<file path="config.mk">
export PLATFORM = sky130hd
export DESIGN_NAME = sd_cmd_issuer
export DESIGN_NICKNAME = d
export VERILOG_FILES = /design/src/rtl/sd_cmd_pkg.sv /design/src/rtl/sd_cmd_ctrl.sv /design/src/rtl/sd_rsp_check.sv /design/src/rtl/sd_rsp_regs.sv /design/src/rtl/sd_cmd_issuer.sv
export SDC_FILE = /design/constraint.sdc
export NUM_CORES = 1
export LEC_CHECK = 0
export CORE_AREA = 2 2 171 173
export CTS_CLUSTER_SIZE = 10
export DETAILED_ROUTE_END_ITERATION = 16
export DIE_AREA = 0 0 173 175
export MAX_ROUTING_LAYER = met4
export SKIP_CTS_REPAIR_TIMING = 1
export SLEW_MARGIN = 20
export SYNTH_ARGS = -nofsm -noshare
export SYNTH_HDL_FRONTEND = slang
export SYNTH_SLANG_ARGS = --single-unit
</file>
<file path="constraint.sdc">
create_clock -name clk_i -period 3.5 [get_ports clk_i]
set_input_delay 0.525 -clock clk_i [delete_from_list [all_inputs] [get_ports clk_i]]
set_output_delay 0.525 -clock clk_i [all_outputs]
set_load 0.005 [all_outputs]
</file>
<file path="src/rtl/sd_cmd_pkg.sv">
package sd_cmd_pkg;
  // command word control fields (bit 8, interrupt wait, is decoded nowhere)
  localparam int CMD_RSP_BIT  = 6;
  localparam int CMD_LONG_BIT = 7;
  localparam int CMD_PEND_BIT = 9;
  localparam int CMD_EN_BIT   = 10;

  typedef enum logic [1:0] {
    ST_IDLE  = 2'd0,
    ST_ISSUE = 2'd1,
    ST_WAIT  = 2'd2
  } cmd_state_e;

  // bit 0 sent, bit 1 response end, bit 2 timeout
  typedef struct packed {
    logic timeout;
    logic rspend;
    logic sent;
  } cmd_stat_t;
endpackage

</file>
<file path="src/rtl/sd_cmd_ctrl.sv">
module sd_cmd_ctrl
  import sd_cmd_pkg::*;
#(
  parameter int CMD_W = 32,
  parameter int ARG_W = 32,
  parameter int IDX_W = 6
) (
  input  logic             clk_i,
  input  logic             rst_ni,
  input  logic             cmd_wr_i,
  input  logic [CMD_W-1:0] cmd_wdata_i,
  input  logic             arg_wr_i,
  input  logic [ARG_W-1:0] arg_wdata_i,
  output logic [CMD_W-1:0] cmd_o,
  output logic [ARG_W-1:0] arg_o,
  output logic             req_valid_o,
  input  logic             req_ready_i,
  output logic [IDX_W-1:0] req_index_o,
  output logic [ARG_W-1:0] req_arg_o,
  input  logic             rsp_valid_i,
  output logic             rsp_exp_o,
  output logic             rsp_long_o,
  output logic             accept_o,
  output logic             busy_o,
  output logic             data_kick_o
);
  cmd_state_e       state_q;
  logic [CMD_W-1:0] cmd_q;
  logic [ARG_W-1:0] arg_q;
  logic             done_q, kick_q;
  logic             idle, start, park;

  assign idle  = (state_q == ST_IDLE);
  assign start = idle && cmd_wr_i && cmd_wdata_i[CMD_EN_BIT] && !cmd_wdata_i[CMD_PEND_BIT];
  assign park  = cmd_wdata_i[CMD_EN_BIT] && cmd_wdata_i[CMD_PEND_BIT];
  assign accept_o = (state_q == ST_WAIT) && rsp_valid_i;

  always_ff @(posedge clk_i or negedge rst_ni) begin
    if (!rst_ni) begin
      state_q <= ST_IDLE;
      cmd_q   <= '0;
      arg_q   <= '0;
      done_q  <= 1'b0;
      kick_q  <= 1'b0;
    end else begin
      done_q <= accept_o;
      kick_q <= done_q;
      unique case (state_q)
        ST_IDLE: begin
          if (cmd_wr_i) begin
            cmd_q <= cmd_wdata_i;
            if (park) cmd_q[CMD_EN_BIT] <= 1'b0;
          end
          if (arg_wr_i) arg_q <= arg_wdata_i;
          if (start) state_q <= ST_ISSUE;
        end
        ST_ISSUE: if (req_ready_i) state_q <= ST_WAIT;
        ST_WAIT: begin
          if (rsp_valid_i) begin
            state_q <= ST_IDLE;
            cmd_q[CMD_EN_BIT] <= 1'b0;
          end
        end
        default: state_q <= ST_IDLE;
      endcase
    end
  end

  assign cmd_o       = cmd_q;
  assign arg_o       = arg_q;
  assign req_valid_o = (state_q == ST_ISSUE);
  assign req_index_o = cmd_q[IDX_W-1:0];
  assign req_arg_o   = arg_q;
  assign rsp_exp_o   = cmd_q[CMD_RSP_BIT];
  assign rsp_long_o  = cmd_q[CMD_LONG_BIT];
  assign busy_o      = !idle;
  assign data_kick_o = kick_q;

  p_req_hold_r2: assert property (@(posedge clk_i) disable iff (!rst_ni)
    req_valid_o && !req_ready_i |=> req_valid_o && $stable(req_index_o) && $stable(req_arg_o));
  p_pending_no_issue_r3: assert property (@(posedge clk_i) disable iff (!rst_ni)
    idle && cmd_wr_i && cmd_wdata_i[CMD_PEND_BIT] |=> !req_valid_o && !cmd_o[CMD_EN_BIT]);
  p_enable_low_idle_r8: assert property (@(posedge clk_i) disable iff (!rst_ni)
    idle |-> !cmd_q[CMD_EN_BIT]);
  p_kick_follows_r9: assert property (@(posedge clk_i) disable iff (!rst_ni)
    done_q |=> data_kick_o);
  p_kick_single_r9: assert property (@(posedge clk_i) disable iff (!rst_ni)
    data_kick_o |=> !data_kick_o);
  p_busy_write_ignored_r11: assert property (@(posedge clk_i) disable iff (!rst_ni)
    (state_q == ST_ISSUE) |=> $stable(arg_o));
endmodule

</file>
<file path="src/rtl/sd_rsp_check.sv">
module sd_rsp_check
  import sd_cmd_pkg::*;
#(
  parameter int RSP_BYTES = 16,
  parameter int WORD_W    = 32,
  parameter int LEN_W     = $clog2(RSP_BYTES + 1)
) (
  input  logic                                   rsp_exp_i,
  input  logic                                   rsp_long_i,
  input  logic                                   rsp_err_i,
  input  logic [LEN_W-1:0]                       rsp_len_i,
  input  logic [RSP_BYTES*8-1:0]                 rsp_data_i,
  output cmd_stat_t                              stat_o,
  output logic                                   wr_words_o,
  output logic [RSP_BYTES*8/WORD_W-1:0][WORD_W-1:0] words_o
);
  localparam int N_WORDS     = RSP_BYTES * 8 / WORD_W;
  localparam int SHORT_BYTES = WORD_W / 8;
  localparam int TOT_W       = RSP_BYTES * 8;

  logic is_short, is_long, len_ok;

  assign is_short = (rsp_len_i == LEN_W'(SHORT_BYTES));
  assign is_long  = (rsp_len_i == LEN_W'(RSP_BYTES));
  assign len_ok   = (is_short && !rsp_long_i) || is_long;

  always_comb begin
    stat_o     = '0;
    wr_words_o = 1'b0;
    if (rsp_err_i) begin
      stat_o.timeout = 1'b1;
    end else if (!rsp_exp_i) begin
      stat_o.sent = 1'b1;
    end else if (len_ok) begin
      stat_o.rspend = 1'b1;
      wr_words_o    = 1'b1;
    end else begin
      stat_o.timeout = 1'b1;
    end
  end

  // word placement follows the returned length, byte 0 most significant
  for (genvar j = 0; j < N_WORDS; j++) begin : g_word
    if (j == 0) begin : g_first
      assign words_o[j] = rsp_data_i[TOT_W-1 -: WORD_W];
    end else if (j == N_WORDS - 1) begin : g_last
      assign words_o[j] = is_long ?
        {rsp_data_i[TOT_W-1-j*WORD_W -: WORD_W-1], 1'b0} : '0;
    end else begin : g_mid
      assign words_o[j] = is_long ? rsp_data_i[TOT_W-1-j*WORD_W -: WORD_W] : '0;
    end
  end
endmodule

</file>
<file path="src/rtl/sd_rsp_regs.sv">
module sd_rsp_regs
  import sd_cmd_pkg::*;
#(
  parameter int N_WORDS = 4,
  parameter int WORD_W  = 32
) (
  input  logic                             clk_i,
  input  logic                             rst_ni,
  input  logic                             upd_i,
  input  cmd_stat_t                        stat_i,
  input  logic                             wr_words_i,
  input  logic [N_WORDS-1:0][WORD_W-1:0]   words_i,
  input  logic [2:0]                       clr_i,
  output logic [N_WORDS-1:0][WORD_W-1:0]   words_o,
  output cmd_stat_t                        stat_o
);
  logic [N_WORDS-1:0][WORD_W-1:0] words_q;
  cmd_stat_t                      stat_q;

  always_ff @(posedge clk_i or negedge rst_ni) begin
    if (!rst_ni) begin
      words_q <= '0;
      stat_q  <= '0;
    end else begin
      stat_q <= (stat_q & ~clr_i) | (upd_i ? stat_i : cmd_stat_t'('0));
      if (upd_i && wr_words_i) words_q <= words_i;
    end
  end

  assign words_o = words_q;
  assign stat_o  = stat_q;

  p_one_outcome_r4: assert property (@(posedge clk_i) disable iff (!rst_ni)
    upd_i |-> $onehot(stat_i));
  p_word3_lsb_r6: assert property (@(posedge clk_i) disable iff (!rst_ni)
    upd_i && wr_words_i |=> !words_o[N_WORDS-1][0]);
  p_timeout_keeps_r7: assert property (@(posedge clk_i) disable iff (!rst_ni)
    upd_i && stat_i.timeout |=> $stable(words_o) && stat_o.timeout);
  p_sticky_r10: assert property (@(posedge clk_i) disable iff (!rst_ni)
    stat_o.sent && !clr_i[0] |=> stat_o.sent);
endmodule

</file>
<file path="src/rtl/sd_cmd_issuer.sv">
module sd_cmd_issuer
  import sd_cmd_pkg::*;
#(
  parameter int CMD_W     = 32,
  parameter int ARG_W     = 32,
  parameter int IDX_W     = 6,
  parameter int RSP_BYTES = 16,
  parameter int WORD_W    = 32,
  parameter int LEN_W     = $clog2(RSP_BYTES + 1)
) (
  input  logic                   clk_i,
  input  logic                   rst_ni,
  input  logic                   cmd_wr_i,
  input  logic [CMD_W-1:0]       cmd_wdata_i,
  input  logic                   arg_wr_i,
  input  logic [ARG_W-1:0]       arg_wdata_i,
  input  logic [2:0]             stat_clr_i,
  output logic [CMD_W-1:0]       cmd_o,
  output logic [ARG_W-1:0]       arg_o,
  output logic                   busy_o,
  output logic                   req_valid_o,
  input  logic                   req_ready_i,
  output logic [IDX_W-1:0]       req_index_o,
  output logic [ARG_W-1:0]       req_arg_o,
  input  logic                   rsp_valid_i,
  input  logic                   rsp_err_i,
  input  logic [LEN_W-1:0]       rsp_len_i,
  input  logic [RSP_BYTES*8-1:0] rsp_data_i,
  output logic [RSP_BYTES*8-1:0] resp_o,
  output logic                   stat_sent_o,
  output logic                   stat_rspend_o,
  output logic                   stat_timeout_o,
  output logic                   data_kick_o
);
  localparam int N_WORDS = RSP_BYTES * 8 / WORD_W;

  logic                           rsp_exp, rsp_long, accept, wr_words;
  cmd_stat_t                      chk_stat, stat_q;
  logic [N_WORDS-1:0][WORD_W-1:0] chk_words, words_q;

  sd_cmd_ctrl #(.CMD_W(CMD_W), .ARG_W(ARG_W), .IDX_W(IDX_W)) u_ctrl (
    .clk_i       (clk_i),
    .rst_ni      (rst_ni),
    .cmd_wr_i    (cmd_wr_i),
    .cmd_wdata_i (cmd_wdata_i),
    .arg_wr_i    (arg_wr_i),
    .arg_wdata_i (arg_wdata_i),
    .cmd_o       (cmd_o),
    .arg_o       (arg_o),
    .req_valid_o (req_valid_o),
    .req_ready_i (req_ready_i),
    .req_index_o (req_index_o),
    .req_arg_o   (req_arg_o),
    .rsp_valid_i (rsp_valid_i),
    .rsp_exp_o   (rsp_exp),
    .rsp_long_o  (rsp_long),
    .accept_o    (accept),
    .busy_o      (busy_o),
    .data_kick_o (data_kick_o)
  );

  sd_rsp_check #(.RSP_BYTES(RSP_BYTES), .WORD_W(WORD_W), .LEN_W(LEN_W)) u_check (
    .rsp_exp_i  (rsp_exp),
    .rsp_long_i (rsp_long),
    .rsp_err_i  (rsp_err_i),
    .rsp_len_i  (rsp_len_i),
    .rsp_data_i (rsp_data_i),
    .stat_o     (chk_stat),
    .wr_words_o (wr_words),
    .words_o    (chk_words)
  );

  sd_rsp_regs #(.N_WORDS(N_WORDS), .WORD_W(WORD_W)) u_regs (
    .clk_i      (clk_i),
    .rst_ni     (rst_ni),
    .upd_i      (accept),
    .stat_i     (chk_stat),
    .wr_words_i (wr_words),
    .words_i    (chk_words),
    .clr_i      (stat_clr_i),
    .words_o    (words_q),
    .stat_o     (stat_q)
  );

  assign resp_o         = words_q;
  assign stat_sent_o    = stat_q.sent;
  assign stat_rspend_o  = stat_q.rspend;
  assign stat_timeout_o = stat_q.timeout;

  p_done_clears_en_r8: assert property (@(posedge clk_i) disable iff (!rst_ni)
    accept |=> !busy_o && !cmd_o[CMD_EN_BIT]);
endmodule

</file>
==> results of run 1 <==
-- cells in the mapped netlist (all sizes together) --
library cell  count  area (um2)
a2111o            1        11.3
a2111oi           1        8.76
a21oi             1        5.00
a22o             96         841
buf              61         427
clkbuf           10        37.5
conb              1        3.75
dfrtp           198        4950
inv               5        18.8
mux2             95        1160
nand2             1        3.75
nand2b            3        18.8
nand3b            2        15.0
nor2              2        7.51
nor2b             1        6.26
nor3b             1        7.51
nor4              1        12.5
o21ai             4        20.0
o32ai             1        8.76
or2               1        6.26
or3b              1        8.76
or4b              1        10.0
-- cells by family after synthesis --
family | Yosys count
flip-flops | 198
multiplexers | 95
AO/OA/AOI/OAI | 104
other | 1
buffers and inverters | 76
AND/OR/NAND/NOR | 14
-- stage by stage --
step	power (mW)	std cells	hold slack [ns]	worst slack, ns	instance area, um2
floorplan	3.07	488	0.229	1.29	7590
global placement	3.89	1250	0.337	0.563	12200
detailed placement	3.91	1250	0.341	0.568	12200
CTS	6.04	1282	0.208	1.02	12800
global route	6.19	1282	0.221	0.972	12800
finish	5.93	1282	0.175	1.00	12800
-- how the worst max path moves through the flow --
| stage | startpoint | to | depth (start not counted) |
|---|---|---|---|
| 2_1_floorplan | rsp_len_i[1] | u_regs.words_o[10] | 5 |
| 3_3_place_gp | rsp_len_i[1] | u_regs.words_o[16] | 5 |
| 3_5_place_dp | rsp_len_i[1] | u_regs.words_o[12] | 5 |
| 4_1_cts | rsp_len_i[1] | u_regs.words_o[16] | 5 |
| 5_1_grt | rsp_len_i[1] | u_regs.words_o[16] | 5 |
| 6_report | rsp_len_i[1] | u_regs.words_o[16] | 5 |
-- critical path, delay by kind of cell --
kind                   cells  cell delay (ns)
AO/OA/AOI/OAI              1             0.51
AND/OR/NAND/NOR            1             0.60
buffers and inverters      2             0.75
multiplexers               1             0.38
-- cell type report --
type	count	area, um2	share of cell area
Clock buffer	17	425	0.0333
Multi-Input combinational cell	214	2170	0.170
Timing Repair Buffer	449	4530	0.355
Tap cell	384	480	0.0376
Clock inverter	15	185	0.0145
Sequential cell	198	4950	0.388
Inverter	5	18.8	0.00147
-- routing by layer --
layer / up-vias / share of wire / GRT usage
met2: 217 / 0.50 / 0.262
met1: 2846 / 0.43 / 0.211
li1: 2523 / - / -
met4: 0 / 0.019 / 0.0477
met5: - / 0 / -
met3: 25 / 0.050 / 0.0342
-- flip-flops by register name (all words and copies together), names as in the netlist --
signal              cells
u_ctrl.arg_o           32
u_ctrl.cmd_o           32
u_ctrl.data_kick_o      1
u_ctrl.done_q           1
u_ctrl.state_q          2
u_regs.stat_o           3
u_regs.words_o        127
-- power by group --
part	leakage [nW]	internal, mW	switching, mW
Sequential	2.61	2.48	0.149
Combinational	2.64	0.867	0.344
Clock	0.298	1.09	0.994
Total	5.55	4.44	1.49
==> qor.csv, run 1 <==
metric;value;unit
die extent in x;173;um
Routed WL per cell;19.1;um
htree depth;4;
clk_lat worst skew;0.42;ns
gpl congestion;0.811;
Final period util;0.714;
core footprint;28400;um2
yosys warns;0;
port bufs;440;
simple-gate share of the synthesized area;0.0127;
CP Class;input port to flop;
# DRC;0;
clk root buf;clkbuf_16;
CTS Sinks;198;
initial antenna violation count;0;
FF+latch count, synth;198;
reg2reg start;u_ctrl.cmd_o[6];
final hold vios;0;
Yosys cell types;25;
Avg Synthesized Cell Area;15.6;um2
Power Density;465;nW/um2
crit-path cells;clkdlybuf4s50_1 > or4b_1 > a2111o_2 > buf_4 > mux2_4;
antenna-violating nets left;0;
Reg2Reg Setup Slack;1.21;ns
final setup TNS;0;ns
vias per inst;4.38;
drt pass-1 iters;4;
fin util;0.449;
area grow syn2layout;68.1;%
xor/xnor share of the synthesized area;0;
vias post-DR;5611;
Clock Path Buffers;2;
R2R Path End;u_regs.words_o[16];
CTS Buf Count;17;
die area;30300;um2
vias in the first global route;5783;
mux contribution to synthesized area;0.153;
CP peak stage delay;0.60;ns
compound-cell area share of the yosys netlist;0.118;
synthesized instance count;488;
slew margin rel.;0.477;
sequential element share of the synthesized area;0.653;
Initial Util;0.267;
Reg2Reg Depth;4;
Final #Nets;1092;
Crit Path Max Fanout;52;
Slew @ Worst Pin;0.784;ns
critical path data required time;3.80;ns
GRT Util Overall;0.164;
# diodes;0;
clock skew;0.0135;ns
Max Freq;0.400;GHz
Worst path slowest cell;or4b_1;
Clock Pin Slew Worst Setup and Hold Paths;0.08;ns
CP arrival;2.80;ns
Initial DRC Count;244;
number of max-cap violations;0;
Post-Syn Area;7590;um2
GR Overflow Total;0;
Lkg Pwr;5.55;nW
commonest non-fill, non-tap cell in the layout;clkdlybuf4s50_1;
pin count of the biggest net entering global routing;93;
critical path launch point type;input port;
RSZ-0062 raised after global routing;no;
Vert. Die Dim;175;um
max-slew violation count;0;
detailed placement HPWL;17700;um
status;complete, no violations;
crit path time final;2.50;ns
final wirelength;24500;um
post-synth net total;695;
Worst setup EP type;flop;
maximum VDD drop;336;uV
TritonCTS clock tree;yes;
boundary pin count;443;
share of cells above drive strength 1;0.159;
combinational family with the most area after synthesis;multiplexers;
Hold WC Path Type;input port to async pin;
Fill cells;2644;
Setup violations, final;0;
# rows;62;
first-pass GRT wire length;36600;um
commonest non-fill, non-tap cells in the layout;439 x clkdlybuf4s50_1, 198 x dfrtp_1, 96 x a22o_1;
Synth Area in Adders;0;
(Power assumes the default switching activity.)
==> inputs of run 2 (changes only) <==
--- a/config.mk
+++ b/config.mk
@@ -5,10 +5,10 @@
 export SDC_FILE = /design/constraint.sdc
 export NUM_CORES = 1
 export LEC_CHECK = 0
-export CORE_AREA = 2 2 171 173
+export CORE_AREA = 2 2 172 174
 export CTS_CLUSTER_SIZE = 10
 export DETAILED_ROUTE_END_ITERATION = 16
-export DIE_AREA = 0 0 173 175
+export DIE_AREA = 0 0 174 176
 export MAX_ROUTING_LAYER = met4
 export SKIP_CTS_REPAIR_TIMING = 1
 export SLEW_MARGIN = 20
==> constraint.sdc (replaced) <==
create_clock -name clk_i -period 2.1 [get_ports clk_i]
set_input_delay 0.315 -clock clk_i [delete_from_list [all_inputs] [get_ports clk_i]]
set_output_delay 0.315 -clock clk_i [all_outputs]
set_load 0.005 [all_outputs]
==> run 2 against run 1 <==
The flow now finishes with violations (negative setup slack). Cell area up 2.9%. First-iteration DRC count down 6.6%. Critical path depth up 1. Wire length up 6.9%. Hold slack better by 0.18 ns. Global-route usage up 0.44 points. Largest cell class unchanged. Largest power group unchanged.
==> qor.csv, run 2 (synthesis gave the netlist of run 1 again) <==
metric;value;unit;change
status;finished, violations left;;
violated checks;negative setup slack;;
initial antenna violation count;2;;+2
port bufs;440;;unchanged
CP Depth;6;;+1
CP Class;input port to flop;;
Initial Util;0.266;;-0.00145
Clock Path Buffers;2;;unchanged
vias in the first global route;5951;;+2.9%
vias per inst;4.40;;+0.61%
first-pass GRT wire length;37600;um;+2.7%
antenna-violating nets left;0;;unchanged
gpl congestion;0.790;;-2.5%
clk root buf;clkbuf_16;;
Worst setup EP type;flop;;
crit-path cells;clkdlybuf4s50_1 > or4b_4 > a2111o_2 > buf_12 > clkbuf_16 > mux2_4;;
commonest non-fill, non-tap cell in the layout;clkdlybuf4s50_1;;
slew margin rel.;0.669;;+0.192
commonest non-fill, non-tap cells in the layout;438 x clkdlybuf4s50_1, 198 x dfrtp_1, 96 x a22o_1;;
critical path data required time;2.42;ns;-1.38 ns
core footprint;28500;um2;+0.55%
crit path time final;2.15;ns;
CTS Buf Count;17;;unchanged
Routed WL per cell;20.0;um;+4.9%
detailed placement HPWL;18700;um;+5.5%
die area;30600;um2;+1.2%
Clock Pin Slew Worst Setup and Hold Paths;0.07;ns;about the same
Top delay family on crit path;buffers and inverters;;
vias post-DR;5751;;+2.5%
Max Freq;0.466;GHz;
clock skew;0.0155;ns;+0.00206 ns
Final #Nets;1115;;+2.1%
worst setup margin;-0.0474;ns;-1.05 ns
hold depth;0;;
Overall Power;9.91;mW;+67%
GR Overflow Total;0;;unchanged
buffer and inverter count on the worst path;3;;+1
Reg2Reg Depth;5;;+1
# DRC;0;;unchanged
Initial DRC Count;228;;-6.6%
number of max-cap violations;0;;unchanged
area grow syn2layout;72.9;%;
Setup WS pre-CTS;-0.505;ns;-1.07 ns
Worst path slowest cell;or4b_4;;
CP peak stage delay;0.56;ns;-0.04 ns
Setup violations, final;67;;+67
Power Density;755;nW/um2;+62%
critical path launch point type;input port;;
htree depth;4;;unchanged
Lkg Pwr;5.75;nW;+3.7%
Final period util;1.02;;
dpl cell area;12300;um2;+1.6%
pin count of the biggest net entering global routing;59;;-37%
maximum VDD drop;490;uV;+46%
# rows;62;;unchanged
drt pass-1 iters;4;;unchanged
max FFs per register;127;;unchanged
Vert. Die Dim;176;um;+0.57%
GRT Util Overall;0.168;;+0.00444
CP arrival;2.47;ns;-0.33 ns
CTS Sinks;198;;unchanged
TritonCTS clock tree;yes;;
final wirelength;26200;um;+6.9%
Finished Cell Area;13100;um2;+2.9%
Crit Path Max Fanout;13;;-75%
Hold WC Path Type;flop to flop;;
final hold vios;0;;unchanged
Slew @ Worst Pin;0.483;ns;-0.301 ns
die extent in x;174;um;+0.58%
share of cells above drive strength 1;0.179;;+0.0201
max-slew violation count;0;;unchanged
boundary pin count;443;;unchanged
RSZ-0062 raised after global routing;yes;;
clk_lat worst skew;0.45;ns;+0.03 ns
[run 2: changes by cell type in the layout (fill, tap and decap cells not counted), moves of 3 or more]
cell / previous run / this run
buf_12: 4 / 10
clkinv_4: 1 / 4
clkbuf_16: 17 / 22
buf_4: 5 / 14
[run 2: per-layer routing]
| metal | GRT usage | routed length (um) |
|---|---|---|
| met1 | 0.213 | 11600 |
| met2 | 0.269 | 13000 |
| met3 | 0.0381 | 1230 |
| met4 | 0.0550 | 360 |
| met5 | - | 0 |
[run 2: worst paths after layout]
kind	startpoint	end	slack, ns
setup / recovery	rsp_len_i[1]	u_regs.words_o[30]	-0.05
setup reg to reg	u_ctrl.cmd_o[6]	u_regs.words_o[30]	-0.01
hold reg to reg	u_ctrl.done_q	u_ctrl.data_kick_o	0.35
min in group asynchronous	rst_ni	u_ctrl.cmd_o[25]	0.39
max in group asynchronous	rst_ni	u_regs.words_o[25]	1.02
hold / removal	u_ctrl.done_q	u_ctrl.data_kick_o	0.35
[run 2: report_power, final]
part / switching [mW] / internal [mW]
clock: 1.63 / 1.83
sequential: 0.240 / 4.14
combinational: 0.594 / 1.48
[run 2: stage by stage]
stage	utilization	hold slack, ns	TNS [ns]	cells
2_1_floorplan	-	0.0194	0	488
3_3_place_gp	0.433	0.306	-52.36	1266
3_5_place_dp	0.433	0.303	-55.19	1266
4_1_cts	0.454	-0.186	-1.81	1297
6_report	0.460	0.353	-1.30	1306
5_1_grt	0.460	0.357	-2.43	1306
[run 2: cell type report]
cell class | count | area (um2)
fill | 2637 | 15400
clock buffer | 18 | 439
inverter | 5 | 18.8
clock inverter | 13 | 163
tap | 384 | 480
sequential | 198 | 4950
timing repair buffer | 472 | 4890
multi-input combinational | 214 | 2180
antenna | 2 | 5.00
[run 2: worst register-to-register path, stage by stage (launching register included)]
cell and delay, ns:
dfrtp_1 0.37, or4b_4 0.48, a2111o_2 0.49, buf_12 0.18, clkbuf_16 0.19, mux2_4 0.30
